--- src/rtl/rtc_wkup_pkg.sv ---
package rtc_wkup_pkg;
  localparam int PRESC_W = 4;

  typedef enum logic [1:0] {
    DIV2  = 2'd0,
    DIV4  = 2'd1,
    DIV8  = 2'd2,
    DIV16 = 2'd3
  } div_sel_e;

  function automatic logic [PRESC_W-1:0] div_last(div_sel_e s);
    case (s)
      DIV2:    return PRESC_W'(1);
      DIV4:    return PRESC_W'(3);
      DIV8:    return PRESC_W'(7);
      default: return PRESC_W'(15);
    endcase
  endfunction
endpackage

--- src/rtl/wkup_regs.sv ---
module wkup_regs #(
  parameter int CNT_W       = 16,
  parameter int SYNC_STAGES = 2
) (
  input  logic                    clk_i,
  input  logic                    rst_ni,
  input  logic                    ctrl_we_i,
  input  logic                    ctrl_en_i,
  input  logic                    ctrl_ie_i,
  input  logic                    cfg_we_i,
  input  rtc_wkup_pkg::div_sel_e  cfg_sel_i,
  input  logic [CNT_W-1:0]        cfg_reload_i,
  input  logic                    flag_clr_i,
  input  logic                    expire_i,
  output logic                    en_o,
  output logic                    ie_o,
  output logic                    wr_ok_o,
  output rtc_wkup_pkg::div_sel_e  sel_o,
  output logic [CNT_W-1:0]        reload_o,
  output logic                    flag_o
);
  logic [SYNC_STAGES-1:0] sync_q;

  always_ff @(posedge clk_i or negedge rst_ni) begin
    if (!rst_ni) begin
      en_o <= 1'b0;
      ie_o <= 1'b0;
    end else if (ctrl_we_i) begin
      en_o <= ctrl_en_i;
      ie_o <= ctrl_ie_i;
    end
  end

  // disabled state crosses toward the register side through a short chain
  for (genvar g = 0; g < SYNC_STAGES; g++) begin : g_sync
    if (g == 0) begin : g_first
      always_ff @(posedge clk_i or negedge rst_ni) begin
        if (!rst_ni) sync_q[g] <= 1'b1;
        else         sync_q[g] <= ~en_o;
      end
    end else begin : g_next
      always_ff @(posedge clk_i or negedge rst_ni) begin
        if (!rst_ni) sync_q[g] <= 1'b1;
        else         sync_q[g] <= sync_q[g-1];
      end
    end
  end

  assign wr_ok_o = sync_q[SYNC_STAGES-1] & ~en_o;

  always_ff @(posedge clk_i or negedge rst_ni) begin
    if (!rst_ni) begin
      sel_o    <= rtc_wkup_pkg::DIV2;
      reload_o <= '0;
    end else if (cfg_we_i && wr_ok_o) begin
      sel_o    <= cfg_sel_i;
      reload_o <= cfg_reload_i;
    end
  end

  // a new expiry wins over a clear in the same cycle
  always_ff @(posedge clk_i or negedge rst_ni) begin
    if (!rst_ni)         flag_o <= 1'b0;
    else if (expire_i)   flag_o <= 1'b1;
    else if (flag_clr_i) flag_o <= 1'b0;
  end
endmodule

--- src/rtl/wkup_prescaler.sv ---
module wkup_prescaler (
  input  logic                   clk_i,
  input  logic                   rst_ni,
  input  logic                   run_i,
  input  rtc_wkup_pkg::div_sel_e sel_i,
  output logic                   tick_o
);
  import rtc_wkup_pkg::*;

  logic [PRESC_W-1:0] cnt_q;

  assign tick_o = run_i && (cnt_q == div_last(sel_i));

  always_ff @(posedge clk_i or negedge rst_ni) begin
    if (!rst_ni)                cnt_q <= '0;
    else if (!run_i || tick_o)  cnt_q <= '0;
    else                        cnt_q <= cnt_q + PRESC_W'(1);
  end
endmodule

--- src/rtl/wkup_counter.sv ---
module wkup_counter #(
  parameter int CNT_W = 16
) (
  input  logic             clk_i,
  input  logic             rst_ni,
  input  logic             en_i,
  input  logic             tick_i,
  input  logic [CNT_W-1:0] reload_i,
  output logic             run_o,
  output logic             expire_o,
  output logic             wake_o
);
  logic [CNT_W-1:0] cnt_q;

  assign expire_o = run_o && en_i && tick_i && (cnt_q == '0);

  always_ff @(posedge clk_i or negedge rst_ni) begin
    if (!rst_ni) begin
      run_o  <= 1'b0;
      cnt_q  <= '0;
      wake_o <= 1'b0;
    end else begin
      run_o  <= en_i;
      wake_o <= expire_o;
      if (en_i && !run_o)        cnt_q <= reload_i;
      else if (expire_o)         cnt_q <= reload_i;
      else if (run_o && tick_i)  cnt_q <= cnt_q - CNT_W'(1);
    end
  end
endmodule

--- src/rtl/rtc_wakeup_timer.sv ---
module rtc_wakeup_timer #(
  parameter int CNT_W       = 16,
  parameter int SYNC_STAGES = 2
) (
  input  logic             clk_i,
  input  logic             rst_ni,
  input  logic             ctrl_we_i,
  input  logic             ctrl_en_i,
  input  logic             ctrl_ie_i,
  input  logic             cfg_we_i,
  input  logic [1:0]       cfg_sel_i,
  input  logic [CNT_W-1:0] cfg_reload_i,
  input  logic             flag_clr_i,
  output logic             wr_ok_o,
  output logic [1:0]       sel_o,
  output logic [CNT_W-1:0] reload_o,
  output logic             flag_o,
  output logic             irq_o,
  output logic             wake_pulse_o
);
  import rtc_wkup_pkg::*;

  logic     en_q, ie_q, run, tick, expire;
  div_sel_e sel_q;

  wkup_regs #(.CNT_W(CNT_W), .SYNC_STAGES(SYNC_STAGES)) u_regs (
    .clk_i, .rst_ni, .ctrl_we_i, .ctrl_en_i, .ctrl_ie_i, .cfg_we_i,
    .cfg_sel_i    (div_sel_e'(cfg_sel_i)),
    .cfg_reload_i,
    .flag_clr_i,
    .expire_i     (expire),
    .en_o         (en_q),
    .ie_o         (ie_q),
    .wr_ok_o,
    .sel_o        (sel_q),
    .reload_o,
    .flag_o
  );

  wkup_prescaler u_presc (
    .clk_i, .rst_ni,
    .run_i  (run),
    .sel_i  (sel_q),
    .tick_o (tick)
  );

  wkup_counter #(.CNT_W(CNT_W)) u_cnt (
    .clk_i, .rst_ni,
    .en_i     (en_q),
    .tick_i   (tick),
    .reload_i (reload_o),
    .run_o    (run),
    .expire_o (expire),
    .wake_o   (wake_pulse_o)
  );

  assign sel_o = sel_q;
  assign irq_o = flag_o & ie_q;
endmodule

--- config.mk ---
export PLATFORM = sky130hd
export DESIGN_NAME = rtc_wakeup_timer
export DESIGN_NICKNAME = d
export VERILOG_FILES = /design/src/rtl/rtc_wkup_pkg.sv /design/src/rtl/wkup_regs.sv /design/src/rtl/wkup_prescaler.sv /design/src/rtl/wkup_counter.sv /design/src/rtl/rtc_wakeup_timer.sv
export SDC_FILE = /design/constraint.sdc
export NUM_CORES = 1
export LEC_CHECK = 0
export BUFFER_PORTS_ARGS = -buffer_cell sky130_fd_sc_hd__clkbuf_2
export CAP_MARGIN = 20
export CORE_ASPECT_RATIO = 1.75
export CORE_MARGIN = 2
export CORE_UTILIZATION = 30
export CTS_CLUSTER_DIAMETER = 40
export DETAILED_ROUTE_END_ITERATION = 12
export PLACE_DENSITY = 0.51
export SLEW_MARGIN = 20
export SYNTH_ARGS = -nofsm -noshare
export SYNTH_HDL_FRONTEND = slang
export SYNTH_SLANG_ARGS = --single-unit
--- constraint.sdc ---
create_clock -name clk_i -period 3.91 [get_ports clk_i]
set_input_delay 0.782 -clock clk_i [delete_from_list [all_inputs] [get_ports clk_i]]
set_output_delay 0.782 -clock clk_i [all_outputs]
set_load 0.01 [all_outputs]
### Yosys cells after proc, flatten, opt, wreduce, memory -nomap -nowiden

Cells that the tools add are included.

* register bits: 45
* input bits: 25
* output and inout bits: 22
* word-level logic and storage cells: 39

* add/sub/neg operators: 2
* equality and inequality tests: 3
* multiplexer cells: 7
* bitwise logic cells: 3
* reduce and logical (&&, ||, !) cells: 13

Operators with widths (count)
* $mux W16: 3
* $logic_not A16 Y1: 1
* $sub A16 B1 Y16 const B: 1
* $pmux W4 S3: 1
* $logic_and A1 B1 Y1: 7
* $add A4 B1 Y4 const B: 1
* $eq A4 B4 Y1: 1
* $mux W4: 1
* $reduce_bool A3 Y1: 1
* $and A1 B1 Y1: 2
* $eq A2 B1 Y1 const B: 1
* $eq A2 B2 Y1 const B: 1
* $logic_not A2 Y1: 1
* $mux W1: 2
* $reduce_bool A2 Y1: 1
* $logic_not A1 Y1: 1
* $logic_or A1 B1 Y1: 1
* $not A1 Y1: 1

### Logic depth before layout (Yosys ltp)

Gate-level depths: netlist of run 1.

* depth after elaboration: 8
* mapped depth: 7
* depth with buffers taken out: 7

### Modules after synthesis

From an unflattened synthesis of run 1, not the netlist that was laid out.

* cells, all modules: 213
* area total of the unflattened synthesis: 2334.7 um^2

By module, submodules not included
* wkup_counter: times used 1, cells each 140, area an instance 1199.9 um^2, seq. area each 450.4 um^2
* wkup_regs: times used 1, cells each 50, area an instance 892.1 um^2, seq. area each 578.1 um^2
* wkup_prescaler: times used 1, cells each 22, area an instance 236.5 um^2, seq. area each 100.1 um^2
* rtc_wakeup_timer: times used 1, cells each 1, area an instance 6.3 um^2, seq. area each 0.0 um^2

### Worst setup path before layout of run 1

OpenSTA, ideal clock, no wires.

* kind: register to register
* start point: register u_regs.sel_o[0]
* end point: register u_cnt.cnt_q[11]
* library setup time: 0.126 ns
* data arrival time: 2.039 ns
* data required time: 3.784 ns
* slack: 1.745 ns
* stages on the path, launching flop included: 7
* buffers on the path: 1
* clock period less this slack: 2.165 ns
* cell sequence: dfrtp_1 or2_0 or4_4 a21o_1 clkbuf_8 o311a_2 a221o_1

* longest elaborated chain between the ends: 8
* elaborated cells on any way between the ends: 12
* classes of those cells: eq/ne (3); mux (3); reduce/logical (6)

Ends and longest elaborated chain
* from (decl): RTL line wkup_regs.sv:18 `output rtc_wkup_pkg::div_sel_e sel_o,`
* from (signal assigned): RTL line wkup_regs.sv:53 `sel_o <= rtc_wkup_pkg::DIV2;`
* from (signal assigned): RTL line wkup_regs.sv:56 `sel_o <= cfg_sel_i;`
* $eq A2 B2 Y1 (tied with other cells): RTL line rtc_wkup_pkg.sv:12 `case (s)`
* $pmux W4 S3 (*): RTL line rtc_wkup_pkg.sv:12
* $eq A4 B4 Y1 (*): RTL line wkup_prescaler.sv:12 `assign tick_o = run_i && (cnt_q == div_last(sel_i));`
* $logic_and A1 B1 Y1 (*): RTL line wkup_prescaler.sv:12
* $logic_and A1 B1 Y1 (2 in a row): RTL line wkup_counter.sv:15 `assign expire_o = run_o && en_i && tick_i && (cnt_q == '0);`
* $mux W16: RTL line wkup_counter.sv:26 `else if (expire_o) cnt_q <= reload_i;`
* $mux W16: RTL line wkup_counter.sv:25 `if (en_i && !run_o) cnt_q <= reload_i;`
* to (signal assigned): RTL line wkup_counter.sv:25
* to (signal assigned): RTL line wkup_counter.sv:26
* to (signal assigned): RTL line wkup_counter.sv:27 `else if (run_o && tick_i) cnt_q <= cnt_q - CNT_W'(1);`
* to (decl): RTL line wkup_counter.sv:13 `logic [CNT_W-1:0] cnt_q;`

Mark *: on every way between the ends. The rest lies on a longest branch, timed or not.
A chain may end at the register's enable or synchronous reset.

### Worst setup path in the final report of run 1

* start point: register u_cnt.cnt_q[10]
* end point: register u_cnt.cnt_q[13]

* longest elaborated chain between the ends: 4
* elaborated cells on any way between the ends: 7
* classes of those cells: add/sub (1); mux (3); reduce/logical (3)

Ends and longest elaborated chain (RTL line)
* $sub A16 B1 Y16 or $logic_not A16 Y1 (tied branches): wkup_counter.sv:27, wkup_counter.sv:15
* $mux W16 or $logic_and A1 B1 Y1 (tied branches): wkup_counter.sv:27, wkup_counter.sv:15
* $mux W16: wkup_counter.sv:26
* $mux W16: wkup_counter.sv:25

Parallel ways exist; a longest one is shown, timed or not. The select of a mux whose other input is x is not followed.

==> summary.md, run 1 <==
| Metric | Value |
|---|---|
| Post-DP HPWL | `3.85 mm` |
| Status | `completed` |
| Clock Sinks | `45` |
| GP Congestion | `0.837` |
| Number of synthesized flops with an enable pin | `0` |
| CP arrival | `2.59 ns` |
| DR DRC count | `0` |
| Worst-Margin Slew | `0.866 ns` |
| CTS Buffer Depth | `2` |
| First-pass GRT wire length | `8.71 mm` |
| Initial core utilization | `30.8%` |
| # port buffers | `46` |
| IO Pins | `47` |
| Synth Flop Type | `dfrtp_1` |
| Die height | `118 um` |
| Post-place instance area | `~2500 sq um` |
| Main combinational cell family by area after synthesis | `compound AO/OA/AOI/OAI gates` |
| Vias in the first global route | `approximately 1700` |
| WL/cell | `about 16 um` |
| Simple-gate share of the synthesized area | `between 10% and 20%` |
| Antenna violations before repair | `0` |
| Clk_lat worst skew | `0.28 ns` |
| RSZ-0062 raised after global routing | `no` |
| Die ar. | `8170 sq um` |
| Row count | `41` |
| Worst-path fanout max | `8` |
| Area contributors post-synth | `dfrtp_1 (48%), mux2_2 (9.6%), dfstp_2 (2.4%)` |
| # hold bufs at CTS | `0` |
| Max-cap viol count | `0` |
| Yosys warns | `0` |
| Worst r2r src | `u_cnt.cnt_q[10]$_DFFE_PN0P_` |
| H-tree levels | `2` |
| Final Routed Wirelength | `5.27 mm` |
| Minimum clock period | `2.42 ns` |
| Post-synthesis adder-cell area fraction | `~1.1%` |
| FF+latch count, synth | `45` |
| Crit Path Class | `reg -> reg` |
| Root buffer cell | `clkbuf_16` |
| Leading area contributor after synthesis | `dfrtp_1` |
| Share of cells above drive strength 1 | `36.3%` |
| Worst Hold Class | `reg -> reg` |
| FMAX | `414 MHz` |
| Worst Hold End | `u_regs.sync_q[1]$_DFF_PN1_` |
| Syn Inst Count | `191` |
| CTS clk-pin slew, worst paths | `0.06 ns` |
| Global-route usage over all layers | `between 10 and 15%` |
| Final period util | `61.8%` |
| Rel. slew slack | `42.2%` |
| Sequential area share after synthesis | `approximately 50%` |
| Post-CTS Setup Repair Bufs | `0` |
| Design area | `2680 sq um` |
| Syn Area/Cell | `11.7 sq um` |
| Gr ovfl total | `0` |
| Worst Reg-to-Reg Cells | `5` |
| TritonCTS Buffers | `5` |
| Worst hold start | `u_regs.sync_q[0]$_DFF_PN1_` |
| Synthesized area | `around 2200 sq um` |
| ANT nets after route | `0` |
| FF-to-FF setup slack | `1.49 ns` |
| Pwr Density | `545 nW/um^2` |
| Setup violators final | `0` |
| Synth unique cells | `56` |
| DR vias | `1751` |
| Hold Fails Final Rpt | `0` |
| 1st-pass router iterations | `4` |
| CTS tree | `done` |
| Die Wd | `69.2 um` |
| Post-synthesis mux area share | `a little over a tenth` |
| Xor and xnor area share after synthesis | `1.57%` |
| Pins over their slew limit | `0` |
| Core area | `7230 sq um` |
| Area Overhead vs Synth | `20.2%` |
| Fin Clk Skew | `between 0.004 and 0.005 ns` |
| Post-synthesis compound-gate area fraction | `17.5%` |
| Synth cell count leaders | `dfrtp_1 (43), mux2_2 (19), nand2_1 (11)` |
| VDD IR max | `287 uV` |
| Ys async rst share | `100%` |
| Critical Path RT | `4.08 ns` |
| Post-cts resize count | `0` |
| Leak Pwr | `approximately 1.1 nW` |
| Final #Nets | `between 200 and 300` |
| Reg2reg end | `u_cnt.cnt_q[13]$_DFFE_PN0P_` |
| Most instantiated library cell after synthesis | `dfrtp_1` |
| Antenna diode count | `0` |
| Synth top area share | `48.3%` |
| Initial drt markers | `42` |
| Vias per cell | `5.37` |
| Syn nets | `218` |
| Largest net degree at the start of global routing | `39` |
| Hold Path Cell Cnt | `0` |
| Worst setup EP type | `flip-flop` |
| Fillers | `739` |
| Sum Neg Setup Slack | `0 ns` |
| Startpoint types | `flip-flop` |
==> cell usage in the layout (no fill, tap or decap), types with 3 or more instances in the layout <==
cell type / n
nor4_1: 8
o211ai_1: 5
nand2_1: 11
o32a_1: 3
nand3_1: 3
a221o_1: 5
a2bb2oi_1: 4
clkbuf_2: 45
xnor2_1: 3
a21oi_1: 5
o21ai_0: 4
dfrtp_1: 43
inv_1: 7
clkbuf_16: 5
mux2_2: 19
nor3_1: 5
or3_1: 3
o31a_1: 4
nor2_1: 9
==> how the worst max path moves through the flow <==
stage | start | endpoint | slack [ns] | depth (start not counted)
2_1_floorplan | u_regs.sel_o[0]$_DFFE_PN0P_ | u_cnt.cnt_q[11]$_DFFE_PN0P_ | 1.74 | 6
5_1_grt | u_regs.sel_o[1]$_DFFE_PN0P_ | u_cnt.cnt_q[11]$_DFFE_PN0P_ | 1.35 | 5
3_5_place_dp | u_presc.cnt_q[2]$_DFF_PN0_ | u_cnt.cnt_q[11]$_DFFE_PN0P_ | 1.49 | 5
6_report | u_cnt.cnt_q[10]$_DFFE_PN0P_ | u_cnt.cnt_q[13]$_DFFE_PN0P_ | 1.49 | 5
4_1_cts | u_cnt.cnt_q[10]$_DFFE_PN0P_ | u_cnt.cnt_q[13]$_DFFE_PN0P_ | 1.49 | 5
3_3_place_gp | u_cnt.cnt_q[10]$_DFFE_PN0P_ | u_cnt.cnt_q[13]$_DFFE_PN0P_ | 1.53 | 5
==> stage by stage <==
step / worst slack [ns] / instances / utilization, % / total power (W) / hold slack, ns
floorplan: 1.74 / 191 / - / 0.000918 / 0.345
global placement: 1.53 / 319 / 35.1 / 0.00105 / 0.352
detailed placement: 1.49 / 319 / 35.1 / 0.00106 / 0.350
CTS: 1.49 / 326 / 37.1 / 0.00148 / 0.359
global route: 1.35 / 326 / 37.1 / 0.00155 / 0.361
finish: 1.49 / 326 / 37.1 / 0.00146 / 0.356
==> critical path, cell delays in order, from the launching register on <==
cell	delay, ns
dfrtp_1	0.40
or4_4	0.57
or4_1	0.62
nor2_4	0.27
nor2_1	0.10
a221o_1	0.35
==> per-layer routing <==
layer	up-vias	share of wire, %	global-route usage (%)
li1	839	-	-
met1	875	41	15.6
met2	32	54	24.0
met3	5	2.9	2.65
met4	0	2.1	6.25
met5	-	0	0
==> area by class of cell <==
type                            instances  area [sq um]  area share (%)
Multi-Input combinational cell        134          1040            38.7
Clock buffer                            7           143            5.32
Sequential cell                        45          1130            42.1
Inverter                                7          26.3           0.980
Timing Repair Buffer                   47           238            8.87
Tap cell                               86           108            4.01
==> state kept, by name, indices dropped and copies added, names as in the netlist <==
register / flops
u_regs.flag_o: 1
u_regs.sel_o: 2
u_regs.ie_o: 1
u_presc.cnt_q: 4
u_cnt.run_o: 1
u_cnt.cnt_q: 16
u_regs.reload_o: 16
u_regs.sync_q: 2
u_regs.en_o: 1
u_cnt.wake_o: 1
==> cell families after synthesis <==
group | Yosys count
fa+ha+maj | 2
xor+xnor | 4
compound gates | 48
flops | 45
buf+inv | 12
mux | 21
simple gates | 59
==> report_power, final <==
| part | internal (W) | switching, W |
|---|---|---|
| clock network | 0.000251 | 0.000165 |
| logic | 0.000185 | 0.000177 |
| registers | 0.000571 | 0.000112 |
No activity file was read; power rests on OpenSTA's default activity.
==> inputs of run 2 (changes only) <==
- PLACE_DENSITY: 0.51 -> 0.53
- clock period: 3.91 -> 2.2 ns (I/O delays scaled with it)
==> run 2 against run 1 <==
First-iteration DRC count grew 9.5%. Non-clock buffer count grew 44. Hold slack lost 0.12 ns.
==> summary.md, run 2 (synthesis results as in run 1) <==
| Metric | Value |
|---|---|
| Status | `completed` |
| Clock Sinks | `45` |
| Root buffer cell | `clkbuf_16` |
| Die ar. | `8170 sq um` |
| Part of the power in registers | `between 30% and 40%` |
| CTS Buffer Depth | `2` |
| FF-to-FF setup slack | `0.05 ns` |
| Met3 GRT Util | `2.83%` |
| Reg2reg end | `u_cnt.cnt_q[15]$_DFFE_PN0P_` |
| IO Pins | `47` |
| Crit Path Class | `reg -> reg` |
| First-pass GRT wire length | `9.64 mm` |
| Hold Fails Final Rpt | `0` |
| Minimum clock period | `2.15 ns` |
| Design area | `around 3100 sq um` |
| Critical Path RT | `approximately 2.4 ns` |
| Worst Reg-to-Reg Cells | `6` |
| Sum Neg Setup Slack | `0 ns` |
| Most used routing layer | `met2` |
| Vias per cell | `5.14` |
| Setup violators final | `0` |
| CP delay by family, top | `simple AND/OR/NAND/NOR gates` |
| Final period util | `97.7%` |
| Sw frac | `29.7%` |
| Final Routed Wirelength | `5.76 mm` |
| CP arrival | `2.35 ns` |
| Pwr Density | `951 nW/um^2` |
| Global-route usage over all layers | `between 10% and 20%` |
| Area Overhead vs Synth | `39.6%` |
| DR vias | `1907` |
| Met1 usage | `16.4%` |
| FMAX | `465 MHz` |
| Slowest cell on crit path | `or4_4` |
| Worst-path fanout max | `6` |
| Share of cells above drive strength 1 | `50.2%` |
| Critical Path Start | `u_cnt.cnt_q[9]$_DFFE_PN0P_` |
| Worst Hold Class | `in -> async` |
| Initial core utilization | `30.8%` |
| Die height | `118 um` |
| Worst r2r src | `u_cnt.cnt_q[9]$_DFFE_PN0P_` |
| # port buffers | `46` |
| Fin Clk Skew | `0.00382 ns` |
| Crit path buf inv count | `1` |
| Post-place instance area | `~2800 sq um` |
| Clock power share | `29.2%` |
| # hold bufs at CTS | `0` |
| Core area | `7230 sq um` |
| Post-DP HPWL | `4.30 mm` |
| Fillers | `716` |
| Worst path depth | `6` |
| CP max stage delay | `0.51 ns` |
| P_int | `0.00208 W` |
| H-tree levels | `2` |
| Final #Nets | `slightly above 300` |
| End of the critical path | `u_cnt.cnt_q[15]$_DFFE_PN0P_` |
| ANT nets after route | `0` |
| Leak Pwr | `1.37 nW` |
| Clk_lat worst skew | `0.29 ns` |
| TritonCTS Buffers | `5` |
| Antenna diode count | `0` |
| Sw power | `0.000879 W` |
| Max-cap viol count | `0` |
| Row count | `41` |
| Rel. slew slack | `61.5%` |
| CTS clk-pin slew, worst paths | `0.06 ns` |
| DR DRC count | `0` |
| Largest net degree at the start of global routing | `46` |
| Initial drt markers | `46` |
| Fin util | `43.0%` |
| Antenna violations before repair | `0` |
| Pins over their slew limit | `0` |
| VDD IR max | `between 600 and 700 uV` |
| Vias in the first global route | `~2000` |
| Startpoint types | `flip-flop` |
| Most frequent cells in the layout | `clkbuf_2 (46), buf_4 (44), dfrtp_1 (43), mux2_2 (19), nand2_1 (10)` |
| Worst setup EP type | `flip-flop` |
| WHS | `0.232 ns` |
| Top flop regs | `u_cnt.cnt_q (16), u_regs.reload_o (16), u_presc.cnt_q (4)` |
| Comb pwr share | `31.0%` |
| Most frequent CP cell | `or4_4` |
| RSZ-0062 raised after global routing | `yes` |
| WL/cell | `15.5 um` |
| Die Wd | `69.2 um` |
| Cell Chain, Critical Path | `or4_4, or4_4, buf_4, nor3_1, a32oi_2, o221ai_1` |
| Gr ovfl total | `0` |
| 1st-pass router iterations | `4` |
| Commonest non-fill, non-tap cell in the layout | `clkbuf_2` |
| CTS tree | `done` |
| Worst-Margin Slew | `slightly below 0.6 ns` |
| GP Congestion | `0.868` |
| Met2 usage | `a little over a quarter` |
## run 2: cell count changes in the layout (fill, tap and decap cells not counted), sizes merged
cell,change
clkbuf,+1
buf,+43
bufinv,+1
## run 2: how the worst min path moves through the flow
stage	startpoint	end	slack, ns	depth (start not counted)
3_5_place_dp	u_regs.sync_q[0]$_DFF_PN1_	u_regs.sync_q[1]$_DFF_PN1_	0.35	0
4_1_cts	rst_ni	u_regs.reload_o[9]$_DFFE_PN0P_	0.25	2
6_report	rst_ni	u_regs.reload_o[9]$_DFFE_PN0P_	0.23	2
5_1_grt	rst_ni	u_regs.reload_o[9]$_DFFE_PN0P_	0.28	2
3_3_place_gp	u_regs.sync_q[0]$_DFF_PN1_	u_regs.sync_q[1]$_DFF_PN1_	0.35	0
2_1_floorplan	rst_ni	u_cnt.cnt_q[0]$_DFFE_PN0P_	0.14	0
## run 2: timing repair
item	CTS	global route
gates resized for setup	2	14
buffers inserted	1	4
endpoints found under the setup margin	8	15
pin swaps	0	2
## run 2: layout make-up
class / instances / area, sq um / area share (%)
repair buffers: 91 / 572 / 18.4
flip-flops and latches: 45 / 1130 / 36.3
clock buffers: 7 / 143 / 4.58
well taps: 86 / 108 / 3.46
multi-input cells: 134 / 1100 / 35.5
inverters: 7 / 26.3 / 0.844
clock inverters: 1 / 30.0 / 0.965
## run 2: stage by stage
step | instances | power (W) | worst slack, ns
3_3_place_gp | 358 | 0.00203 | -0.0235
6_report | 371 | 0.00296 | 0.0500
5_1_grt | 371 | 0.00316 | -0.0456
3_5_place_dp | 358 | 0.00204 | -0.0662
2_1_floorplan | 191 | 0.00163 | 0.0349
4_1_cts | 367 | 0.00294 | 0.0108
## run 2: power groups by stage
stage               clock [W]  sequential, W  combinational (W)
floorplan                   0        0.00121           0.000419
global placement            0        0.00118           0.000847
detailed placement          0        0.00118           0.000854
CTS                  0.000896        0.00117           0.000867
global route         0.000938        0.00121            0.00102
finish               0.000864        0.00118           0.000918
## run 2: per-layer routing
metal / wire length [um] / vias to the layer above
met5: 0 / -
met4: 163 / 0
met3: 227 / 11
met2: 3140 / 47
met1: 2230 / 925
li1: - / 924
==> inputs of run 3 (changes only) <==
- BUFFER_PORTS_ARGS: -buffer_cell sky130_fd_sc_hd__clkbuf_2 -> unset
- DONT_BUFFER_PORTS: unset -> 1
- PLACE_DENSITY: 0.53 -> 0.47
- SETUP_SLACK_MARGIN: unset -> 0.02
==> run 3 against run 2 <==
Hold slack better by 0.0045 ns. Fmax shrank 0.37%. Cell count is 9.4% lower. Sequential power is 4% higher. Via count is 3.1% lower. Cell area fell by 1.4%. Clock power rose by 1%. Setup slack got worse by 0.0079 ns. Sequential cell count stayed put. Sequential share of layout area up 0.58 points. Highest routed layer unchanged. Clock-buffer cell count down 2.
==> summary.md, run 3 (synthesis results as in run 1) <==
| Metric | Value |
|---|---|
| Status | `completed` |
| FMAX | `463 MHz` |
| Startpoint types | `flip-flop` |
| Largest net degree at the start of global routing | `46` |
| Gr ovfl total | `0` |
| Worst-path fanout max | `4` |
| Minimum clock period | `2.16 ns` |
| ANT nets after route | `0` |
| DR vias | `roughly 1800` |
| Post-DP HPWL | `4.35 mm` |
| Clk_lat worst skew | `~0.29 ns` |
| Final Routed Wirelength | `between 6 and 7 mm` |
| Most frequent cells in the layout | `buf_4 (50), dfrtp_1 (41), mux2_2 (19), nand2_1 (10), nor2_1 (9)` |
| Worst setup EP type | `flip-flop` |
| CP arrival | `2.34 ns` |
| CP max stage delay | `0.57 ns` |
| Die ar. | `approximately 8200 sq um` |
| Tot Pwr | `0.00298 W` |
| Vias per cell | `5.50` |
| Crit path buf inv count | `3` |
| Cell Chain, Critical Path | `buf_6, or4_4, buf_4, a211oi_4, buf_4, a21oi_1, a221o_1` |
| Rel. slew slack | `65.1%` |
| Hold Fails Final Rpt | `0` |
| Pins over their slew limit | `0` |
| Met2 usage | `29.1%` |
| Commonest non-fill, non-tap cell in the layout | `buf_4` |
| RSZ-0062 raised after global routing | `yes` |
| Row count | `just over 40` |
| First-pass GRT wire length | `10.0 mm` |
| Dpl ws | `-0.118 ns` |
| Crit Path Class | `reg -> reg` |
| Multi-input logic area | `1180 sq um` |
| Clock Sinks | `45` |
| Pwr Density | `969 nW/um^2` |
| # port buffers | `0` |
| Fillers | `697` |
| Max-cap viol count | `0` |
| GP Congestion | `around 0.8` |
| Slowest cell on crit path | `or4_4` |
| Initial drt markers | `a little over 80` |
| CTS tree | `done` |
| Setup ws final | `0.0421 ns` |
| Vias in the first global route | `~2000` |
| Share of cells above drive strength 1 | `43.6%` |
| Antenna diode count | `0` |
| H-tree levels | `2` |
| Most frequent CP cell | `buf_4` |
| Die Wd | `69.2 um` |
| DR DRC count | `0` |
| CP delay by family, top | `simple AND/OR/NAND/NOR gates` |
| Global-route usage over all layers | `roughly 16%` |
| Critical Path RT | `2.38 ns` |
| 1st-pass router iterations | `4` |
| Most used routing layer | `met2` |
| Sequential Area | `1130 sq um` |
| Met3 GRT Util | `3.17%` |
| WL/cell | `18.5 um` |
| TritonCTS Buffers | `5` |
| IO Pins | `between 40 and 50` |
| Final #Nets | `between 200 and 300` |
| Antenna violations before repair | `0` |
| Setup violators final | `0` |
| CTS Buffer Depth | `2` |
| Die height | `118 um` |
| Leak Pwr | `1.27 nW` |
| Worst Hold Class | `in -> reg` |
| Core area | `slightly above 7000 sq um` |
| VDD IR max | `around 560 uV` |
| Met1 usage | `16.3%` |
| Area Overhead vs Synth | `37.7%` |
| Worst-Margin Slew | `about 0.52 ns` |
| Root buffer cell | `clkbuf_16` |
| Final period util | `98.1%` |
| Initial core utilization | `30.8%` |
| Fin Clk Skew | `0.00713 ns` |
| CTS clk-pin slew, worst paths | `about 0.070 ns` |
| Top flop regs | `u_cnt.cnt_q (16), u_regs.reload_o (16), u_presc.cnt_q (4)` |
==> run 3: layout make-up <==
type                       instances  area share, %
tap                               86           3.51
multi-input combinational        135           38.4
clock buffer                       5           4.08
sequential                        45           36.9
inverter                           7          0.856
clock inverter                     3           1.51
timing repair buffer              55           14.8
==> run 3: metal layers <==
metal / routed length [um] / part of all wire (%)
met2: 3470 / 56
met5: 0 / 0
met1: 2360 / 38
met3: 218 / 3.5
met4: 169 / 2.7
==> run 3: power breakdown <==
part	internal, W	switching [W]
Combinational	0.000475	0.000395
Sequential	0.00101	0.000218
Clock	0.000538	0.000335
Total	0.00203	0.000948
==> run 3: final timing paths <==
| check | startpoint | end | slack, ns | depth (start not counted) |
|---|---|---|---|---|
| setup reg to reg | u_presc.cnt_q[2]$_DFF_PN0_ | u_cnt.cnt_q[13]$_DFFE_PN0P_ | 0.04 | 7 |
| hold reg to reg | u_regs.sync_q[0]$_DFF_PN1_ | u_regs.sync_q[1]$_DFF_PN1_ | 0.36 | 0 |
| min in group asynchronous | rst_ni | u_regs.ie_o$_DFFE_PN0P_ | 0.65 | 2 |
| hold / removal | ctrl_we_i | u_regs.en_o$_DFFE_PN0P_ | 0.24 | 1 |
| setup / recovery | u_presc.cnt_q[2]$_DFF_PN0_ | u_cnt.cnt_q[13]$_DFFE_PN0P_ | 0.04 | 7 |
| max in group asynchronous | rst_ni | u_regs.sync_q[1]$_DFF_PN1_ | 1.28 | 2 |
==> run 3: timing repair <==
item,CTS,global route
hold buffers,2,0
hold endpoints to repair,45,0
pin swaps,2,6
setup endpoints to repair,16,14
resized for setup,12,15
setup buffers,3,6
gates cloned,0,1
==> run 3: metrics by stage <==
| step | hold slack, ns | setup TNS, ns | instance area (sq um) | instances | utilization, % |
|---|---|---|---|---|---|
| 5_1_grt | 0.240 | -0.0679 | 3070 | 336 | 42.4 |
| 2_1_floorplan | 0.144 | 0 | 2230 | 191 | - |
| 6_report | 0.236 | 0 | 3070 | 336 | 42.4 |
| 4_1_cts | 0.229 | 0 | 2930 | 329 | 40.5 |
| 3_5_place_dp | 0.145 | -1.14 | 2640 | 316 | 36.5 |
| 3_3_place_gp | 0.145 | -1.14 | 2640 | 316 | 36.5 |
